==> src/rtl/tdc_pkg.sv <==
package tdc_pkg;

  // Next value of a wrapping counter; a clear request wins over the step.
  function automatic int unsigned tick_next(int unsigned cur, logic clr, int unsigned modulus);
    if (clr) return 0;
    return (cur + 1) % modulus;
  endfunction

  // Next index of a ring of the given depth.
  function automatic int unsigned ring_next(int unsigned ptr, int unsigned depth);
    return (ptr + 1 == depth) ? 0 : ptr + 1;
  endfunction

endpackage

==> src/rtl/tdc_sync_edge.sv <==
module tdc_sync_edge #(
  parameter int STAGES = 2
) (
  input  logic clk,
  input  logic rst_n,
  input  logic din,
  output logic rise
);
  logic [STAGES-1:0] chain;
  logic              prev;

  always_ff @(posedge clk) begin
    if (!rst_n) begin
      chain <= '0;
      prev  <= 1'b0;
    end else begin
      chain <= {chain[STAGES-2:0], din};
      prev  <= chain[STAGES-1];
    end
  end

  assign rise = chain[STAGES-1] & ~prev;
endmodule

==> src/rtl/tdc_coarse_counter.sv <==
module tdc_coarse_counter
  import tdc_pkg::*;
#(
  parameter int W = 8
) (
  input  logic         clk,
  input  logic         rst_n,
  input  logic         clr,
  output logic [W-1:0] value
);
  localparam int unsigned MODULUS = 32'(1) << W;

  always_ff @(posedge clk) begin
    if (!rst_n) value <= '0;
    else        value <= W'(tick_next(32'(value), clr, MODULUS));
  end
endmodule

==> src/rtl/tdc_hit_fifo.sv <==
module tdc_hit_fifo
  import tdc_pkg::*;
#(
  parameter int W     = 8,
  parameter int DEPTH = 16
) (
  input  logic             clk,
  input  logic             rst_n,
  input  logic             wr_req,
  input  logic [W-1:0]     wr_data,
  input  logic             rd_en,
  input  logic             ovf_clr,
  output logic [W-1:0]     rd_data,
  output logic             empty,
  output logic             full,
  output logic             overflow,
  output logic             wr_fire,
  output logic             rd_fire,
  output logic [$clog2(DEPTH+1)-1:0] occupancy
);
  localparam int AW    = (DEPTH > 1) ? $clog2(DEPTH) : 1;
  localparam int OCC_W = $clog2(DEPTH+1);

  logic [W-1:0]  mem [DEPTH];
  logic [AW-1:0] wr_ptr, rd_ptr;
  logic          drop;

  assign empty   = (occupancy == '0);
  assign full    = (occupancy == OCC_W'(DEPTH));
  assign wr_fire = wr_req & ~full;
  assign rd_fire = rd_en & ~empty;
  assign drop    = wr_req & full;
  assign rd_data = mem[rd_ptr];

  always_ff @(posedge clk) begin
    if (wr_fire) mem[wr_ptr] <= wr_data;
  end

  always_ff @(posedge clk) begin
    if (!rst_n) begin
      wr_ptr    <= '0;
      rd_ptr    <= '0;
      occupancy <= '0;
      overflow  <= 1'b0;
    end else begin
      if (wr_fire) wr_ptr <= AW'(ring_next(32'(wr_ptr), DEPTH));
      if (rd_fire) rd_ptr <= AW'(ring_next(32'(rd_ptr), DEPTH));
      case ({wr_fire, rd_fire})
        2'b10:   occupancy <= occupancy + 1'b1;
        2'b01:   occupancy <= occupancy - 1'b1;
        default: occupancy <= occupancy;
      endcase
      if (ovf_clr)   overflow <= 1'b0;
      else if (drop) overflow <= 1'b1;
    end
  end
endmodule

==> src/rtl/tdc_hit_channel.sv <==
module tdc_hit_channel #(
  parameter int STAMP_W     = 8,
  parameter int DEPTH       = 16,
  parameter int SYNC_STAGES = 2
) (
  input  logic               clk,
  input  logic               rst_n,
  input  logic               hit_async,
  input  logic               cnt_clear,
  input  logic               rd_en,
  output logic               fifo_empty,
  output logic [STAMP_W-1:0] fifo_data,
  output logic               overflow
);
  localparam int OCC_W = $clog2(DEPTH+1);

  // Named internal events, observed by the bound checker.
  logic               rise_flag;
  logic [STAMP_W-1:0] coarse_cnt;
  logic               wr_req;
  logic [STAMP_W-1:0] wr_stamp;
  logic               wr_fire;
  logic               rd_fire;
  logic               fifo_full;
  logic [OCC_W-1:0]   occupancy;

  tdc_sync_edge #(.STAGES(SYNC_STAGES)) u_sync (
    .clk  (clk),
    .rst_n(rst_n),
    .din  (hit_async),
    .rise (rise_flag)
  );

  tdc_coarse_counter #(.W(STAMP_W)) u_cnt (
    .clk  (clk),
    .rst_n(rst_n),
    .clr  (cnt_clear),
    .value(coarse_cnt)
  );

  // Capture stage between edge detection and FIFO write.
  always_ff @(posedge clk) begin
    if (!rst_n) begin
      wr_req   <= 1'b0;
      wr_stamp <= '0;
    end else begin
      wr_req   <= rise_flag;
      wr_stamp <= coarse_cnt;
    end
  end

  tdc_hit_fifo #(.W(STAMP_W), .DEPTH(DEPTH)) u_fifo (
    .clk      (clk),
    .rst_n    (rst_n),
    .wr_req   (wr_req),
    .wr_data  (wr_stamp),
    .rd_en    (rd_en),
    .ovf_clr  (cnt_clear),
    .rd_data  (fifo_data),
    .empty    (fifo_empty),
    .full     (fifo_full),
    .overflow (overflow),
    .wr_fire  (wr_fire),
    .rd_fire  (rd_fire),
    .occupancy(occupancy)
  );
endmodule

==> config.mk <==
export PLATFORM = sky130hd
export DESIGN_NAME = tdc_hit_channel
export DESIGN_NICKNAME = d
export VERILOG_FILES = /design/src/rtl/tdc_pkg.sv /design/src/rtl/tdc_sync_edge.sv /design/src/rtl/tdc_coarse_counter.sv /design/src/rtl/tdc_hit_fifo.sv /design/src/rtl/tdc_hit_channel.sv
export SDC_FILE = /design/constraint.sdc
export NUM_CORES = 1
export LEC_CHECK = 0
export BUFFER_PORTS_ARGS = -buffer_cell sky130_fd_sc_hd__clkbuf_2
export CORE_ASPECT_RATIO = 0.7
export CORE_MARGIN = 1.5
export CORE_UTILIZATION = 50
export DETAILED_ROUTE_END_ITERATION = 8
export PLACE_DENSITY = 0.65
export SYNTH_ARGS = -nofsm -noshare
export SYNTH_HDL_FRONTEND = slang
export SYNTH_HIERARCHICAL = 1
export SYNTH_SLANG_ARGS = --single-unit
==> constraint.sdc <==
create_clock -name clk -period 4 [get_ports clk]
set_clock_uncertainty 0.1 [all_clocks]
set_input_delay 0 -clock clk [delete_from_list [all_inputs] [get_ports clk]]
set_output_delay 0 -clock clk [all_outputs]
set_load 0.02 [all_outputs]
==> out/qor.csv <==
metric,value,unit
rrSetupSlack,0.88,ns
multi_input_area,0.00189,mm2
via_per_inst,5.86,
clkLatencyLatePin,0.41,ns
ys_seq_area_share,69.4,%
cpPeakStageDelay,0.71,ns
port_buffers,14,
yosysWarnings,6,
r2r_cells,8,
dp_cells,531,
slew_violations,0,
cts_sinks,166,
fin_tns_setup,0,ns
synth_nets,384,
whs_path_depth,3,
post_cts.repair.setup_buffers,0,
vias,3320,
crit_chain,"or4_1, o21ai_4, ha_1, xor2_1, ha_1, nor3_1, or4_1, a21oi_1",
path_buf_inv,0,
syn_area,0.00663,mm2
cts_tree,yes,
synth_cells,370,
r2r-end,u_fifo/occupancy[2]$_SDFFE_PN0P_,
start_util,52.3,%
final_common_cell,edfxtp_1,
cp_top_family,simple AND/OR/NAND/NOR gates,
crit_fanout,12,
syn_to_final_growth,12.5,%
die_area,0.0140,mm2
fp-row-count,34,
async_reset_ff_share,0,%
worstHoldEndpoint,u_fifo/overflow$_SDFFE_PP0P_,
reg2reg_from,u_fifo/occupancy[0]$_SDFFE_PN0P_,
rsz0062_at_grt,false,
p_per_area,537,mW/mm2
numCtsBuffers,17,
max-clock-path-buffers,2,
outcome,completed,
grt_max_degree,33,
die_height,99.4,um
fmax,320,MHz
drv_cap,0,
most-common-layout-cells,"edfxtp_1 (128), dfxtp_1 (36), nor2_1 (29), mux4_1 (28), clkbuf_16 (17)",
regArea,0.00461,mm2
setup.worst_path.end_class,register,
holdWs,0.201,ns
worst_pin_slew,1.04,ns
finalNonFillerCells,567,
detail-route-antenna-nets,0,
worst_setup_path_start_kind,register,
ys.flop_type,edfxtp_1,
hold_path.class,in -> reg,
post_cts_resized,0,
dp_hpwl,7540,um
cp.required,4.24,ns
hp-start,cnt_clear,
report.power.total,4.01,mW
relSlewSlack,30.9,%
fin_crit_sh,78.0,%
dr.pass1.iters,4,
drc,0,
synth_cell_types,43,
power_leakage,2.34,nW
cp_slowest_cell,or4_1,
fillers,950,
wl_per_cell,20.9,um
hold_violations,0,
io_pins,15,
first_global_vias,3224,
synth_edf_count,128,
grt_pass1_wl,18500,um
grt_use_total,18.5,%
avgSynthCellArea,17.9,um2
peakVddDrop,333,uV
crit_type,reg -> reg,
grt-ovfl-total,0,
clk_pin_slew,0.06,ns
period_needed,3.12,ns
antenna_found_initial,0,
routed_wl,11900,um
core,0.0127,mm2
cts-root-buf,clkbuf_16,
gp_congestion,0.763,
setup_violations,0,
fp.dieW,141,um
crit_arrival,3.36,ns
htree_levels,4,
fin_nets,406,
drive_gt1_share,16.5,%
synth_seq_cells,166,
drt_iter0_drc,243,
num_antenna_cells,0,
-- stage by stage --
stage / instance area (um2) / setup slack, ns / util [%]
3_3_place_gp: 6830 / 1.01 / 53.9
4_1_cts: 7460 / 0.886 / 58.8
2_1_floorplan: 6630 / 1.12 / -
6_report: 7460 / 0.880 / 58.8
3_5_place_dp: 6830 / 0.901 / 53.9
5_1_grt: 7460 / 0.683 / 58.8
-- cells in the mapped netlist, types with 3 or more instances --
| cell type | number | area (um2) |
|---|---|---|
| a21oi_1 | 9 | 45.0 |
| nor3_1 | 9 | 45.0 |
| nand2b_1 | 4 | 25.0 |
| o21ai_0 | 4 | 20.0 |
| nand3_1 | 6 | 30.0 |
| clkbuf_1 | 10 | 37.5 |
| or3_1 | 5 | 31.3 |
| mux4_1 | 28 | 736 |
| nor2_1 | 29 | 109 |
| dfxtp_1 | 38 | 761 |
| ha_1 | 9 | 113 |
| nand2_1 | 10 | 37.5 |
| buf_1 | 3 | 11.3 |
| inv_1 | 7 | 26.3 |
| o21a_1 | 4 | 30.0 |
| mux4_2 | 12 | 270 |
| o211ai_1 | 3 | 22.5 |
| edfxtp_1 | 128 | 3840 |
| and2_1 | 12 | 75.1 |
| buf_6 | 3 | 33.8 |
| xor2_1 | 8 | 70.1 |
-- what timing repair did --
item / in CTS / in global routing
setup endpoints to repair: 0 / 0
endpoints found under the hold margin: 17 / 0
hold buffers: 4 / 0
-- layer usage --
layer	share of wire [%]	track usage (%)	up-vias
li1	-	-	1522
met1	48	27.4	1697
met2	45	27.6	90
met3	6.7	4.67	11
met4	1.0	4.89	0
met5	0	0	-
-- worst register-to-register path, delay by kind of cell, from the launching register on --
kind / cells / cell delay [ns]
adder cells (fa/ha/maj): 2 / 0.68
AO/OA/AOI/OAI: 2 / 0.45
XOR/XNOR: 1 / 0.20
flip-flops: 1 / 0.35
AND/OR/NAND/NOR: 3 / 1.27
-- layout make-up --
| class | instances | area share, % |
|---|---|---|
| clock buffers | 18 | 5.76 |
| clock inverters | 14 | 2.13 |
| inverters | 8 | 0.403 |
| multi-input cells | 177 | 25.3 |
| flip-flops and latches | 166 | 61.8 |
| well taps | 162 | 2.72 |
| repair buffers | 22 | 1.88 |
-- logic make-up (layout without fill, tap and decap cells) --
group / after synthesis / in the layout / synth area share [%]
simple gates: 86 / 86 / 6.74
flops: 166 / 166 / 69.4
xor+xnor: 10 / 10 / 1.32
mux: 42 / 42 / 15.5
buf+inv: 27 / 62 / 2.08
compound gates: 30 / 30 / 3.26
fa+ha+maj: 9 / 9 / 1.70
-- worst max-delay path by stage --
stage	from	endpoint	slack, ns	cells after the start
2_1_floorplan	u_fifo/occupancy[0]$_SDFFE_PN0P_	u_fifo/occupancy[2]$_SDFFE_PN0P_	1.12	11
3_3_place_gp	u_fifo/occupancy[0]$_SDFFE_PN0P_	u_fifo/occupancy[2]$_SDFFE_PN0P_	1.01	9
3_5_place_dp	u_fifo/occupancy[0]$_SDFFE_PN0P_	u_fifo/occupancy[2]$_SDFFE_PN0P_	0.90	8
4_1_cts	u_fifo/occupancy[0]$_SDFFE_PN0P_	u_fifo/occupancy[2]$_SDFFE_PN0P_	0.89	8
5_1_grt	u_fifo/occupancy[0]$_SDFFE_PN0P_	u_fifo/occupancy[2]$_SDFFE_PN0P_	0.68	8
6_report	u_fifo/occupancy[0]$_SDFFE_PN0P_	u_fifo/occupancy[2]$_SDFFE_PN0P_	0.88	8
-- state kept, by name, indices dropped and copies added, names as in the netlist, named ones only --
name,cells
u_fifo/mem,128
wr_req,1
wr_stamp,8
u_fifo/occupancy,5
u_fifo/rd_ptr,4
u_cnt/value,8
u_sync/prev,1
u_fifo/overflow,1
u_sync/chain,2
u_fifo/wr_ptr,4
-- where the power goes --
group | switching [mW] | internal [mW]
sequential | 0.0800 | 1.87
combinational | 0.248 | 0.202
clock | 0.633 | 0.976
total | 0.961 | 3.04
Power figures use the tool's default switching activity.
